===== src/rtl/uart_rx_pkg.sv =====
package uart_rx_pkg;
  localparam int unsigned OSR   = 16;  // ticks per bit
  localparam int unsigned DW    = 8;   // widest character
  localparam int unsigned FT_W  = 9;   // frame tick count width

  typedef enum logic [2:0] {S_IDLE, S_START, S_DATA, S_PAR, S_STOP} rx_state_e;

  // ticks in one full frame: 16 * (start + data + parity + stops)
  function automatic logic [FT_W-1:0] frame_ticks(input logic [1:0] dbits,
                                                  input logic pen,
                                                  input logic stop2);
    logic [3:0] nb;
    nb = 4'd7 + {2'b00, dbits} + {3'b000, pen} + {3'b000, stop2};
    return FT_W'({nb, 4'b0000});
  endfunction
endpackage


===== src/rtl/uart_rx_sync.sv =====
module uart_rx_sync #(
  parameter int unsigned STAGES = 2
) (
  input  logic clk_i,
  input  logic rst_ni,
  input  logic d_i,
  output logic q_o
);
  logic [STAGES-1:0] sync_q;

  always_ff @(posedge clk_i or negedge rst_ni) begin
    if (!rst_ni) sync_q <= '1;
    else         sync_q <= {sync_q[STAGES-2:0], d_i};
  end

  assign q_o = sync_q[STAGES-1];
endmodule


===== src/rtl/uart_rx_tick.sv =====
module uart_rx_tick #(
  parameter int unsigned DIV_W = 16
) (
  input  logic             clk_i,
  input  logic             rst_ni,
  input  logic [DIV_W-1:0] div_i,
  output logic             tick_o
);
  logic [DIV_W-1:0] cnt_q;

  assign tick_o = (cnt_q >= div_i);

  always_ff @(posedge clk_i or negedge rst_ni) begin
    if (!rst_ni)     cnt_q <= '0;
    else if (tick_o) cnt_q <= '0;
    else             cnt_q <= cnt_q + 1'b1;
  end

  a_r9_tick_spacing: assert property (@(posedge clk_i) disable iff (!rst_ni)
    (tick_o && div_i != '0) |=> !tick_o);
endmodule


===== src/rtl/uart_rx_brk.sv =====
module uart_rx_brk
  import uart_rx_pkg::*;
(
  input  logic            clk_i,
  input  logic            rst_ni,
  input  logic            tick_i,
  input  logic            rx_i,
  input  logic [FT_W-1:0] limit_i,
  input  logic            stat_rd_i,
  output logic            break_o
);
  logic [FT_W-1:0] low_q;
  logic            hit;

  // fires on the tick that takes the low run past one frame
  assign hit = tick_i && !rx_i && (low_q == limit_i);

  always_ff @(posedge clk_i or negedge rst_ni) begin
    if (!rst_ni) begin
      low_q   <= '0;
      break_o <= 1'b0;
    end else begin
      if (rx_i)                      low_q <= '0;
      else if (tick_i && ~&low_q)    low_q <= low_q + 1'b1;
      if (hit)                       break_o <= 1'b1;
      else if (stat_rd_i)            break_o <= 1'b0;
    end
  end

  a_r8_break_sticky: assert property (@(posedge clk_i) disable iff (!rst_ni)
    (break_o && !stat_rd_i) |=> break_o);
  a_r6_break_needs_low: assert property (@(posedge clk_i) disable iff (!rst_ni)
    (!break_o && rx_i) |=> !break_o);
endmodule


===== src/rtl/uart_rx_core.sv =====
module uart_rx_core
  import uart_rx_pkg::*;
(
  input  logic          clk_i,
  input  logic          rst_ni,
  input  logic          tick_i,
  input  logic          rx_i,
  input  logic [1:0]    dbits_i,
  input  logic          par_en_i,
  input  logic          par_odd_i,
  input  logic          stop2_i,
  input  logic          rd_data_i,
  input  logic          stat_rd_i,
  output logic [DW-1:0] data_o,
  output logic          valid_o,
  output logic          overrun_o,
  output logic          perr_o,
  output logic          ferr_o
);
  rx_state_e   st_q;
  logic [3:0]  tcnt_q;
  logic [2:0]  bcnt_q;
  logic [DW-1:0] sh_q;
  logic        par_q, fbad_q, stop_idx_q, rx_prev_q;
  logic        mid, last_bit, done, par_bad, frm_bad;
  logic [DW-1:0] aligned;

  assign mid      = tick_i && (tcnt_q == 4'd15);
  assign last_bit = (bcnt_q == {1'b1, dbits_i});
  assign done     = (st_q == S_STOP) && mid && (!stop2_i || stop_idx_q);
  assign aligned  = sh_q >> (2'd3 - dbits_i);
  assign par_bad  = par_en_i && ((^aligned ^ par_q) != par_odd_i);
  assign frm_bad  = fbad_q || !rx_i;

  always_ff @(posedge clk_i or negedge rst_ni) begin
    if (!rst_ni) begin
      st_q       <= S_IDLE;
      tcnt_q     <= '0;
      bcnt_q     <= '0;
      sh_q       <= '0;
      par_q      <= 1'b0;
      fbad_q     <= 1'b0;
      stop_idx_q <= 1'b0;
      rx_prev_q  <= 1'b1;
    end else begin
      rx_prev_q <= rx_i;
      unique case (st_q)
        S_IDLE: if (rx_prev_q && !rx_i) begin
          st_q       <= S_START;
          tcnt_q     <= '0;
          fbad_q     <= 1'b0;
          stop_idx_q <= 1'b0;
        end
        S_START: if (tick_i) begin
          tcnt_q <= tcnt_q + 4'd1;
          if (tcnt_q == 4'd7) begin  // half bit: confirm start
            tcnt_q <= '0;
            bcnt_q <= '0;
            st_q   <= rx_i ? S_IDLE : S_DATA;
          end
        end
        S_DATA: if (tick_i) begin
          tcnt_q <= tcnt_q + 4'd1;
          if (mid) begin
            sh_q   <= {rx_i, sh_q[DW-1:1]};
            bcnt_q <= bcnt_q + 3'd1;
            if (last_bit) st_q <= par_en_i ? S_PAR : S_STOP;
          end
        end
        S_PAR: if (tick_i) begin
          tcnt_q <= tcnt_q + 4'd1;
          if (mid) begin
            par_q <= rx_i;
            st_q  <= S_STOP;
          end
        end
        S_STOP: if (tick_i) begin
          tcnt_q <= tcnt_q + 4'd1;
          if (mid) begin
            if (!rx_i) fbad_q <= 1'b1;
            if (stop2_i && !stop_idx_q) stop_idx_q <= 1'b1;
            else                        st_q <= S_IDLE;
          end
        end
        default: st_q <= S_IDLE;
      endcase
    end
  end

  always_ff @(posedge clk_i or negedge rst_ni) begin
    if (!rst_ni) begin
      data_o    <= '0;
      valid_o   <= 1'b0;
      overrun_o <= 1'b0;
      perr_o    <= 1'b0;
      ferr_o    <= 1'b0;
    end else begin
      if (done)           data_o <= aligned;
      if (done)           valid_o <= 1'b1;
      else if (rd_data_i) valid_o <= 1'b0;
      if (done && valid_o && !rd_data_i) overrun_o <= 1'b1;
      else if (stat_rd_i)                overrun_o <= 1'b0;
      if (done && par_bad)  perr_o <= 1'b1;
      else if (stat_rd_i)   perr_o <= 1'b0;
      if (done && frm_bad)  ferr_o <= 1'b1;
      else if (stat_rd_i)   ferr_o <= 1'b0;
    end
  end

  a_r5_overrun_on_unread: assert property (@(posedge clk_i) disable iff (!rst_ni)
    (done && valid_o && !rd_data_i) |=> overrun_o);
  a_r8_overrun_sticky: assert property (@(posedge clk_i) disable iff (!rst_ni)
    (overrun_o && !stat_rd_i) |=> overrun_o);
  a_r8_perr_cleared: assert property (@(posedge clk_i) disable iff (!rst_ni)
    (stat_rd_i && !done) |=> (!perr_o && !ferr_o && !overrun_o));
  a_r2_valid_after_frame: assert property (@(posedge clk_i) disable iff (!rst_ni)
    done |=> valid_o);
  a_r8_valid_held: assert property (@(posedge clk_i) disable iff (!rst_ni)
    (valid_o && !rd_data_i) |=> valid_o);
endmodule


===== src/rtl/uart_rx_err.sv =====
module uart_rx_err
  import uart_rx_pkg::*;
#(
  parameter int unsigned DIV_W = 16
) (
  input  logic             clk_i,
  input  logic             rst_ni,
  input  logic [DIV_W-1:0] divisor_i,
  input  logic [1:0]       data_bits_i,
  input  logic             parity_en_i,
  input  logic             parity_odd_i,
  input  logic             two_stop_i,
  input  logic             rx_i,
  input  logic             rd_data_i,
  input  logic             stat_rd_i,
  output logic [7:0]       data_o,
  output logic             data_valid_o,
  output logic             overrun_o,
  output logic             parity_err_o,
  output logic             frame_err_o,
  output logic             break_o
);
  logic            rx_s, tick;
  logic [FT_W-1:0] ft_limit;

  assign ft_limit = frame_ticks(data_bits_i, parity_en_i, two_stop_i);

  uart_rx_sync #(.STAGES(2)) u_sync (
    .clk_i, .rst_ni, .d_i(rx_i), .q_o(rx_s)
  );

  uart_rx_tick #(.DIV_W(DIV_W)) u_tick (
    .clk_i, .rst_ni, .div_i(divisor_i), .tick_o(tick)
  );

  uart_rx_core u_core (
    .clk_i, .rst_ni, .tick_i(tick), .rx_i(rx_s),
    .dbits_i(data_bits_i), .par_en_i(parity_en_i), .par_odd_i(parity_odd_i),
    .stop2_i(two_stop_i), .rd_data_i, .stat_rd_i,
    .data_o, .valid_o(data_valid_o), .overrun_o,
    .perr_o(parity_err_o), .ferr_o(frame_err_o)
  );

  uart_rx_brk u_brk (
    .clk_i, .rst_ni, .tick_i(tick), .rx_i(rx_s),
    .limit_i(ft_limit), .stat_rd_i, .break_o
  );
endmodule


===== config.mk =====
export PLATFORM = sky130hd
export DESIGN_NAME = uart_rx_err
export DESIGN_NICKNAME = d
export VERILOG_FILES = /design/src/rtl/uart_rx_pkg.sv /design/src/rtl/uart_rx_sync.sv /design/src/rtl/uart_rx_tick.sv /design/src/rtl/uart_rx_brk.sv /design/src/rtl/uart_rx_core.sv /design/src/rtl/uart_rx_err.sv
export SDC_FILE = /design/constraint.sdc
export NUM_CORES = 1
export LEC_CHECK = 0
export CAP_MARGIN = 20
export CORE_AREA = 4 4 88 90
export CTS_CLUSTER_DIAMETER = 100
export DETAILED_ROUTE_END_ITERATION = 8
export DIE_AREA = 0 0 92 94
export GPL_ROUTABILITY_DRIVEN = 0
export PLACE_DENSITY = 0.76
export SLEW_MARGIN = 20
export SYNTH_ARGS = -nofsm -noshare
export SYNTH_HDL_FRONTEND = slang
export SYNTH_SLANG_ARGS = --single-unit

===== constraint.sdc =====
create_clock -name clk_i -period 6.2 [get_ports clk_i]
set_input_delay 1.24 -clock clk_i [delete_from_list [all_inputs] [get_ports clk_i]]
set_output_delay 1.24 -clock clk_i [all_outputs]
set_load 0.05 [all_outputs]

Word level (Yosys, flattened, before mapping)
Cells that the tools add are included.
{"block": "op_classes", "add_sub_neg": 8, "mul": 0, "div": 0, "order_cmp": 1, "n_eq_ne": 23, "shifts": 1, "n_mux": 43, "n_bitwise": 1, "n_reduce_logical": 40}
{"op": "$mux 3", "n": 16}
{"op": "$ne 2x1->1 const B", "n": 11}
{"op": "$mux 9", "n": 2}
{"op": "$add 16x1->16 const B", "n": 1}
{"op": "$ge 16x16->1", "n": 1}
{"op": "$mux 16", "n": 1}
{"op": "$mux 4", "n": 4}
{"op": "$reduce_bool 2->1", "n": 8}
{"op": "$pmux 3 s5", "n": 1}
{"op": "$reduce_and 5->1", "n": 3}
{"op": "$mux 1", "n": 14}
{"op": "$logic_and 1x1->1", "n": 13}
{"op": "$pmux 4 s3", "n": 1}
{"op": "$reduce_and 11->1", "n": 1}
{"op": "$add 9x1->9 const B", "n": 1}
{"op": "$eq 9x8->1", "n": 1}
{"op": "$reduce_and 9->1", "n": 1}
{"op": "$add 4x1->4", "n": 2}
{"op": "$reduce_xor 8->1", "n": 1}
{"op": "$shr 8x2->8", "n": 1}
{"op": "$eq 3x2->1 const B", "n": 2}
{"op": "$ne 2x2->1 const B", "n": 3}
{"op": "$pmux 3 s2", "n": 1}
{"op": "$reduce_and 3->1", "n": 2}
{"op": "other kinds (19)", "n": 25}
{"block": "totals", "reg_bits": 62, "latch_bits": 0, "ram_bits": 0, "mem_bits_ro": 0, "out_inout_bits": 13, "elab_cells": 134, "memories": 0}

Logic depth before layout (Yosys ltp)
Gate-level depths: netlist of run 1.
{"block": "logic_depth", "depth_word": 8, "ltp_mapped": 10}

Modules after synthesis
From an unflattened synthesis of run 1, not the netlist that was laid out.
{"block": "hier_totals", "hier_cells": 403, "hier_area_um2": 3942.5}
{"mod": "uart_rx_core", "instances": 1, "cells_each": 197, "area_each_um2": 1914.3, "seq_area_each_um2": 852.1}
{"mod": "uart_rx_tick", "instances": 1, "cells_each": 130, "area_each_um2": 1263.7, "seq_area_each_um2": 400.4}
{"mod": "uart_rx_brk", "instances": 1, "cells_each": 61, "area_each_um2": 600.6, "seq_area_each_um2": 250.2}
{"mod": "uart_rx_err", "instances": 1, "cells_each": 13, "area_each_um2": 111.4, "seq_area_each_um2": 0.0}
{"mod": "uart_rx_sync", "instances": 1, "cells_each": 2, "area_each_um2": 52.6, "seq_area_each_um2": 52.6}

Worst setup path after synthesis of run 1
No wires, ideal clock.
{"block": "synth_timing", "path_type": "input to register", "startpoint": "input port divisor_i[13]", "endpoint": "register u_core.sh_q[0]", "setup_ps": 125, "arrival_ps": 3064, "path_slack_ps": 3011, "stages": 8, "n_path_buf": 1, "path_cell_list": "inv_1 ha_1 nand4_2 nor3_1 a211oi_2 or4_1 buf_6 mux2_4"}
{"block": "synth_via", "elab_chain_cells": 3}
{"item": "start: declaration", "line": "uart_rx_err.sv:8", "source": "input logic [DIV_W-1:0] divisor_i,"}
{"item": "$ge 16x16->1 (*)", "line": "uart_rx_tick.sv:11", "source": "assign tick_o = (cnt_q >= div_i);"}
{"item": "$logic_and 1x1->1", "line": "uart_rx_core.sv:28", "source": "assign mid = tick_i && (tcnt_q == 4'd15);"}
{"item": "$reduce_and 3->1 (no line) (*)"}
{"item": "end signal: assignment", "line": "uart_rx_core.sv:65", "source": "sh_q <= {rx_i, sh_q[DW-1:1]};"}
{"item": "end: declaration", "line": "uart_rx_core.sv:23", "source": "logic [DW-1:0] sh_q;"}
Every way passes the cells marked *; elsewhere a longest branch is shown, timed or not.
A chain may end at the register's enable or synchronous reset.

Final worst setup path of run 1
{"block": "layout_timing", "startpoint": "input port divisor_i[6]", "endpoint": "register u_core.sh_q[2]"}
Same word-level chain as after synthesis.

==> results.json, run 1 <==
{
  "yosysUniqueCellTypes": 50,
  "setup_tns_ps": 0,
  "htree_levels": 3,
  "drtAntennaViolNets": 0,
  "max_cap_violations": 0,
  "ys_ff_latch": 62,
  "crit_required_ps": 6420,
  "port_buffers": 38,
  "wl_per_cell_um": 14.2,
  "cpMaxStageDelayCell": "or4_1",
  "die_x_um": 92,
  "leakage_nw": 2.03,
  "drt_wl_total_mm": 7.34,
  "maxSlewHeadroom_pct": 48.4,
  "die_y_um": 94,
  "worstHoldStart": "u_sync.sync_q[0]",
  "ir_drop_mv": 0.152,
  "hp-class": "flip-flop to flip-flop",
  "firstDrtPassIters": 6,
  "yosysSeqAreaShare_pct": 41.9,
  "power_density_mw_per_mm2": 260,
  "synth_area_mm2": 0.00372,
  "preCtsSetupSlack_ps": 2020,
  "dr_wl_met3_um": 277,
  "synth_fa_ha_area_share_pct": 8.96,
  "syn-num-nets": 426,
  "multi_input_area_mm2": 0.00198,
  "clock_sinks": 62,
  "setup_viol": 0,
  "path_delay_family": "simple AND/OR/NAND/NOR gates",
  "clkTransAtPathRegs_ps": 60,
  "initial_utilization_pct": 52.6,
  "cts_resized": 0,
  "track_usage_pct": 18.5,
  "drt-initial-drc-count": 100,
  "period_share_pct": 61.6,
  "via_per_inst": 5.45,
  "synth_edf_count": 0,
  "cp_cell_sequence": "clkdlybuf4s50_1, inv_1, ha_1, a41o_1, a21oi_1, nor3_1, a211oi_2, buf_4, or4_1, mux2_4",
  "grt_start_max_net_pins": 63,
  "clock_path_buffers": 2,
  "grt_pass1_vias": 2813,
  "synthCells": 374,
  "tritoncts": "yes",
  "routed.top_layer": "met4",
  "seqCellArea_mm2": 0.00156,
  "tightest_slew_ps": 775,
  "hpwl_mm": 5.27,
  "overflow": 0,
  "power.total_mw": 1.13,
  "grt_first_pass_wirelength_mm": 12.6,
  "crit_fanout": 32,
  "finalCriticalPeriod_ps": 3820,
  "finalMaxSlewViolations": 0,
  "ctsHoldBuffers": 0,
  "core-area_mm2": 0.00706,
  "rsz0062_at_grt": "no",
  "wl_met2_mm": 3.60,
  "cp.arrival_ps": 4040,
  "status": "finished clean",
  "synth_top_family_by_area": "simple AND/OR/NAND/NOR gates",
  "diodes": 0,
  "design.portCount": 39,
  "startpoint_type": "primary input",
  "placed_area_mm2": 0.00417,
  "drive_above_1_share_pct": 8.63,
  "r2r-start": "u_tick.cnt_q[6]",
  "synth_warnings": 0,
  "fillCellCount": 601,
  "hold_viol_final": 0,
  "core.rowCount": 31,
  "cts_made_buffers": 9,
  "synth-simple-area-share_pct": 15.4,
  "fin_skew_ps": 7.14,
  "fin_nets": 465,
  "crit_buf_inv": 3,
  "worst_setup_path_end_kind": "flip-flop",
  "synth_mux_area_share_pct": 9.66,
  "worstSetupStartpoint": "divisor_i[6]",
  "cts_setup_buffers": 0,
  "synth-async-reset-ratio_pct": 100,
  "setup_ws_ps": 2380,
  "m1WireLength_mm": 3.37,
  "synth_ff_type": "dfrtp_1",
  "post-route-drc-count": 0,
  "crit_type": "primary input to flip-flop",
  "area_growth_pct": 16.5,
  "synth_compound_area_share_pct": 12.5,
  "synth_area_per_cell_um2": 9.94,
  "antenna_found_initial": 0,
  "dieArea_mm2": 0.00865,
  "max_stage_delay_ps": 810,
  "vias": 2811,
  "synth_xor_area_share_pct": 6.84,
  "finish.instance_area_mm2": 0.00433,
  "max_clock_freq_mhz": 262,
  "cts-root-buf": "clkbuf_8",
  "insertion_delay_ps": 340
}
## cells in the final DEF, fill, tap and decap left out, drive strengths merged, types with 4 or more instances in the layout
master / count
nand4: 7
ha: 25
nor3: 9
nor2: 24
mux2: 17
dfrtp: 59
xor2: 10
or4: 4
and3: 8
mux2i: 7
a21o: 4
inv: 33
xnor2: 19
a21oi: 23
clkinv: 4
nand2: 29
clkdlybuf4s50: 37
o31ai: 4
or3: 5
nand3: 14
nand2b: 6
o21ai: 21
clkbuf: 10
## kinds of logic after synthesis
logic type,after synthesis
buf+inv,45
mux,27
fa+ha+maj,26
flops,62
xor+xnor,29
simple gates,112
compound gates,73
## flip-flops by register name, summed over array words and instances (netlist names)
| name | count |
|---|---|
| u_brk.break_o | 1 |
| u_brk.low_q | 9 |
| u_core.bcnt_q | 3 |
| u_core.data_o | 8 |
| u_core.fbad_q | 1 |
| u_core.ferr_o | 1 |
| u_core.overrun_o | 1 |
| u_core.par_q | 1 |
| u_core.perr_o | 1 |
| u_core.rx_prev_q | 1 |
| u_core.sh_q | 8 |
| u_core.st_q | 3 |
| u_core.stop_idx_q | 1 |
| u_core.tcnt_q | 4 |
| u_core.valid_o | 1 |
| u_sync.sync_q | 2 |
| u_tick.cnt_q | 16 |
## through the flow
step	util [%]	hold WS [ps]	std cells
global placement	59.1	347	501
global route	61.3	367	516
floorplan	-	345	374
finish	61.3	356	516
detailed placement	59.1	350	501
CTS	61.3	359	516
## power breakdown
group / switching [mW] / internal, mW
logic: 0.172 / 0.135
clock network: 0.153 / 0.140
registers: 0.0693 / 0.456
total: 0.395 / 0.730
## metal layers
layer  up-vias  track usage [%]
li1       1390                -
met1      1359             22.4
met2        51             31.0
met3        11             6.57
met4         0             5.94
met5         -                0
## cell usage after synthesis (all sizes together), types with 2 or more instances
| cell type | instances | area (um^2) |
|---|---|---|
| dfrtp | 59 | 1480 |
| inv | 33 | 124 |
| nand2 | 29 | 109 |
| ha | 25 | 313 |
| nor2 | 24 | 90.1 |
| a21oi | 23 | 115 |
| o21ai | 21 | 105 |
| xnor2 | 19 | 166 |
| mux2 | 17 | 221 |
| nand3 | 14 | 70.1 |
| xor2 | 10 | 87.6 |
| nor3 | 9 | 61.3 |
| and3 | 8 | 50.1 |
| clkbuf | 8 | 30.0 |
| mux2i | 7 | 70.1 |
| nand4 | 7 | 50.1 |
| nand2b | 6 | 37.5 |
| or3 | 5 | 31.3 |
| a21o | 4 | 30.0 |
| buf | 4 | 26.3 |
| o31ai | 4 | 30.0 |
| or4 | 4 | 30.0 |
| a22o | 3 | 26.3 |
| a31oi | 3 | 18.8 |
| dfstp | 3 | 78.8 |
| mux4 | 3 | 67.6 |
| a211oi | 2 | 20.0 |
| a32o | 2 | 20.0 |
| and2 | 2 | 12.5 |
| nor2b | 2 | 12.5 |
| o32ai | 2 | 17.5 |
## worst reg2reg max path, cell delays in order, from the launching register on
cell,delay (ps)
dfrtp_1,460
ha_1,350
a41o_1,180
a21oi_1,40
nor3_1,250
a211oi_2,60
buf_4,250
or4_1,820
mux2_4,390
## worst paths after layout
| check | endpoint | cells past startpoint | slack, ps |
|---|---|---|---|
| max | u_core.sh_q[2] | 10 | 2380 |
| min | u_sync.sync_q[1] | 0 | 360 |
| max reg2reg | u_core.sh_q[2] | 8 | 3270 |
| min reg2reg | u_sync.sync_q[1] | 0 | 360 |
| max in group asynchronous | u_core.tcnt_q[1] | 2 | 4640 |
| min in group asynchronous | u_brk.low_q[6] | 2 | 1050 |
## area by class of cell
class,instances,share of cell area [%]
Tap cell,99,2.86
Clock inverter,5,0.636
Sequential cell,62,35.9
Clock buffer,10,2.95
Inverter,33,2.86
Timing Repair Buffer,40,9.02
Multi-Input combinational cell,267,45.8
No activity file was read; power rests on OpenSTA's default activity.
==> inputs of run 2 (changes only) <==
Clock period 6.2 ns to 3.8 ns, I/O delays scaled along.
==> run 2 against run 1 <==
Effect of this change: wire length fell by 2.4%; sequential cell count did not move; die area stayed put; count of clock-buffer cells in the layout increased by 4; sequential share of layout area fell by 0.39 points; non-clock buffer count increased by 4; cell area grew 1.1%; global-route usage down 0.28 points; critical path type unchanged.
==> results.json, run 2 (synthesis results as in run 1) <==
{
  "grt_start_max_net_pins": 43,
  "layout_common_cells": "59 x dfrtp_1, 37 x clkdlybuf4s50_1, 33 x inv_1",
  "fin_cells": 521,
  "htree_levels": 3,
  "area_growth_pct": 17.8,
  "maxSlewHeadroom_pct": 38.8,
  "drive_above_1_share_pct": 9.24,
  "crit_fanout": 10,
  "clock_path_buffers": 2,
  "firstDrtPassIters": 4,
  "via_per_inst": 5.40,
  "insertion_delay_ps": 340,
  "crit_type": "primary input to flip-flop",
  "cp.arrival_ps": 3360,
  "drt_wl_total_mm": 7.17,
  "fin_skew_ps": 13.4,
  "wl_per_cell_um": 13.8,
  "startpoint_type": "primary input",
  "leakage_nw": 2.06,
  "ir_drop_mv": 0.273,
  "top_register": "u_tick.cnt_q",
  "cpMaxStageDelayCell": "or4_1",
  "ctsHoldBuffers": 0,
  "core-area_mm2": 0.00706,
  "overflow": 0,
  "final_common_cell": "dfrtp_1",
  "grt_pass1_vias": 2733,
  "largest_reg_flops": 16,
  "port_buffers": 38,
  "hpwl_mm": 5.42,
  "setup_viol": 0,
  "cts_resized": 0,
  "cts_setup_buffers": 0,
  "power_density_mw_per_mm2": 429,
  "post-route-drc-count": 0,
  "worst_setup_path_end_kind": "flip-flop",
  "crit_buf_inv": 2,
  "cts_made_buffers": 9,
  "antenna_found_initial": 0,
  "cts-root-buf": "clkbuf_8",
  "clock_sinks": 62,
  "grt_first_pass_wirelength_mm": 12.5,
  "fin_nets": 469,
  "track_usage_pct": 18.2,
  "max_clock_freq_mhz": 318,
  "setup_tns_ps": 0,
  "cp_cell_sequence": "clkdlybuf4s50_1, inv_1, ha_1, a41o_1, a21oi_1, nor3_1, a211oi_2, or4_1, mux2_4",
  "max_stage_delay_ps": 820,
  "crit_required_ps": 4020,
  "status": "finished clean",
  "design.portCount": 39,
  "period_share_pct": 82.8,
  "core.rowCount": 31,
  "vias": 2812,
  "diodes": 0,
  "hold_viol_final": 0,
  "reg_top3": "u_tick.cnt_q x16, u_brk.low_q x9",
  "placed_cells": 505,
  "fin_util_pct": 62.0,
  "tritoncts": "yes",
  "path_delay_family": "simple AND/OR/NAND/NOR gates",
  "tightest_slew_ps": 918,
  "die_x_um": 92,
  "drt-initial-drc-count": 155,
  "dieArea_mm2": 0.00865,
  "finalCriticalPeriod_ps": 3150,
  "drtAntennaViolNets": 0,
  "hp-class": "flip-flop to flip-flop",
  "rsz0062_at_grt": "no",
  "finalMaxSlewViolations": 0,
  "max_cap_violations": 0,
  "initial_utilization_pct": 52.6,
  "clkTransAtPathRegs_ps": 60,
  "die_y_um": 94
}
## run 2: cell types whose count changed in the layout (fill, tap and decap cells not counted), sizes merged
cell,delta
buf,+4
clkinvlp,-1
clkbuf,+4
clkinv,-2
## run 2: path summary, 6_finish.rpt
kind                            slack [ps]              from  depth (start not counted)                to
max in group asynchronous             2420            rst_ni                          2  u_core.tcnt_q[2]
worst min-delay path                   360  u_sync.sync_q[0]                          0  u_sync.sync_q[1]
worst min register to register         360  u_sync.sync_q[0]                          0  u_sync.sync_q[1]
min in group asynchronous              550            rst_ni                          1    u_brk.low_q[5]
worst max-delay path                   650      divisor_i[6]                          9    u_core.sh_q[3]
worst max register to register        1080   u_tick.cnt_q[6]                          7    u_core.sh_q[3]
## run 2: report_power, final
| group | switching, mW | internal [mW] | total (mW) | leakage, nW |
|---|---|---|---|---|
| clock | 0.243 | 0.271 | 0.514 | 0.0905 |
| sequential | 0.109 | 0.745 | 0.854 | 0.839 |
| combinational | 0.285 | 0.226 | 0.511 | 1.13 |
| total | 0.638 | 1.24 | 1.88 | 2.06 |
## run 2: area by class of cell
class / count / area (um^2)
Sequential cell: 62 / 1560
Timing Repair Buffer: 44 / 420
Tap cell: 99 / 124
Inverter: 33 / 124
Clock buffer: 14 / 163
Clock inverter: 2 / 10.0
Fill cell: 591 / 2680
Multi-Input combinational cell: 267 / 1980
## run 2: worst register-to-register path: cells and delay by family (launching register included)
kind	cells	cell delay (ps)
mux	1	410
simple gates	2	1060
flops	1	450
compound gates	3	340
fa+ha+maj	1	350
## run 2: through the flow
step | hold WS [ps] | total power, mW | setup slack, ps | instance area [um^2]
after CTS | 358 | 1.90 | 650 | 4380
after floorplan | 345 | 1.22 | 1090 | 3720
after detailed placement | 349 | 1.38 | 314 | 4200
after global routing | 369 | 2.01 | 558 | 4380
final | 357 | 1.88 | 654 | 4380
after global placement | 345 | 1.35 | 362 | 4200
## run 2: layer usage
layer  up-vias  track usage, %  wire length (um)  part of all wire, %
li1       1404               -                 -                    -
met1      1340            24.2              3320                   46
met2        54            28.7              3470                   48
met3        14            4.49               265                  3.7
met4         0            7.55               112                  1.6
met5         -               0                 0                    0
==> inputs of run 3 (changes only) <==
Clock period 3.8 ns to 3.27 ns, I/O delays scaled along.
==> run 3 against run 2 <==
Effect of this change: combinational power is 16% higher; critical endpoint is now u_core.sh_q[1]; cell area is 1.0% higher; critical path type unchanged; first-iteration DRC count is 20% lower; global-route usage is 0.19 points higher; clock power is 23% higher; largest power group unchanged; largest cell class unchanged; non-clock buffer count is 3 higher; wire length is 1.3% higher; total power is 18% higher; register-to-register slack worse by 300 ps; utilization is 0.64 points higher; die area stayed put; sequential cell count stayed put.
==> results.json, run 3 (synthesis results as in run 1) <==
{
  "fin_nets": 472,
  "maxSlewHeadroom_pct": 62.6,
  "clock_path_buffers": 2,
  "antenna_found_initial": 0,
  "layout_common_cells": "59 x dfrtp_1, 37 x clkdlybuf4s50_1, 33 x inv_1",
  "worst_setup_path_end_kind": "flip-flop",
  "cts-root-buf": "clkbuf_8",
  "finalCriticalPeriod_ps": 2830,
  "track_usage_pct": 18.4,
  "setup_ws_ps": 437,
  "diodes": 0,
  "cp.arrival_ps": 3060,
  "startpoint_type": "primary input",
  "ir_drop_mv": 0.241,
  "r2r_end": "u_core.sh_q[1]",
  "leakage_nw": 2.08,
  "r2r_cells": 8,
  "tritoncts": "yes",
  "clkTransAtPathRegs_ps": 70,
  "clock_sinks": 62,
  "largest_reg_flops": 16,
  "tightest_slew_ps": 558,
  "drive_above_1_share_pct": 9.88,
  "hpwl_mm": 5.54,
  "grt_pass1_vias": 2912,
  "cts_made_buffers": 9,
  "drt_wl_total_mm": 7.26,
  "max_clock_freq_mhz": 353,
  "crit_required_ps": 3490,
  "fin_skew_ps": 9.07,
  "status": "finished clean",
  "preCtsSetupSlack_ps": 88.7,
  "reg_top3": "u_tick.cnt_q x16, u_brk.low_q x9",
  "final_common_cell": "dfrtp_1",
  "grt_first_pass_wirelength_mm": 12.7,
  "overflow": 0,
  "htree_levels": 3,
  "setup_tns_ps": 0,
  "hold_ws_ps": 298,
  "finalMaxSlewViolations": 0,
  "cts_setup_buffers": 0,
  "rsz0062_at_grt": "no",
  "cp_cell_sequence": "clkdlybuf4s50_1, inv_1, ha_1, nand4_2, nor3_1, a211oi_2, or4_1, buf_4, mux2_4",
  "dieArea_mm2": 0.00865,
  "cpMaxStageDelayCell": "or4_1",
  "area_growth_pct": 19.0,
  "initial_utilization_pct": 52.6,
  "port_buffers": 38,
  "setup_viol": 0,
  "max_cap_violations": 0,
  "max_stage_delay_ps": 520,
  "fillCellCount": 593,
  "core-area_mm2": 0.00706,
  "post-route-drc-count": 0,
  "drtAntennaViolNets": 0,
  "power_density_mw_per_mm2": 502,
  "grt_start_max_net_pins": 26,
  "insertion_delay_ps": 340,
  "cts_resized": 0,
  "r2r_slack_ps": 780,
  "firstDrtPassIters": 6,
  "via_per_inst": 5.42,
  "die_x_um": 92,
  "vias": 2839,
  "seqCellArea_mm2": 0.00156,
  "crit_type": "primary input to flip-flop",
  "hp-class": "primary input to async pin",
  "period_share_pct": 86.6,
  "crit_fanout": 10,
  "r2r-start": "u_tick.cnt_q[6]",
  "die_y_um": 94,
  "ctsHoldBuffers": 0,
  "wl_per_cell_um": 13.9,
  "design.portCount": 39,
  "core.rowCount": 31,
  "top_register": "u_tick.cnt_q",
  "hold_viol_final": 0,
  "multi_input_area_mm2": 0.00198,
  "drt-initial-drc-count": 124
}
==> run 3: worst max-delay path: cells and delay by family <==
family | cells | cell delay (ps)
muxes | 1 | 310
adders and majority gates | 1 | 310
AOI/OAI and AO/OA | 1 | 90
and+or+nand+nor | 3 | 990
buffers and inverters | 3 | 710
==> run 3: area by class of cell <==
cell class | instances | share of cell area, %
clock buffer | 12 | 3.06
multi-input combinational | 267 | 44.8
tap | 99 | 2.80
inverter | 33 | 2.80
clock inverter | 4 | 1.08
timing repair buffer | 47 | 10.3
sequential | 62 | 35.2
==> run 3: per-stage QoR <==
stage               power (mW)  instances  area, um^2  utilization (%)
floorplan                 1.42        374        3720                -
global placement          1.57        508        4240             60.0
detailed placement        1.60        508        4240             60.0
CTS                       2.24        524        4420             62.6
global route              2.37        524        4420             62.6
finish                    2.22        524        4420             62.6
==> run 3: power breakdown <==
part	internal [mW]	leakage [nW]	total [mW]	switching [mW]
Combinational	0.262	1.15	0.592	0.330
Sequential	0.865	0.839	0.992	0.127
Clock	0.350	0.0904	0.634	0.284
Total	1.48	2.08	2.22	0.741
==> run 3: layer usage <==
metal / up-vias / wire, um / GRT usage (%)
li1: 1416 / - / -
met1: 1357 / 3190 / 22.0
met2: 57 / 3660 / 31.7
met3: 9 / 297 / 5.53
met4: 0 / 114 / 6.31
met5: - / 0 / 0
==> run 3: worst max-delay path by stage <==
stage | start | slack [ps] | endpoint
after global placement | divisor_i[13] | 120 | u_core.sh_q[1]
after CTS | divisor_i[6] | 450 | u_core.sh_q[1]
after detailed placement | divisor_i[6] | 90 | u_core.sh_q[1]
after global routing | divisor_i[13] | 290 | u_core.sh_q[5]
final | divisor_i[13] | 440 | u_core.sh_q[1]
after floorplan | divisor_i[13] | 670 | u_core.sh_q[0]
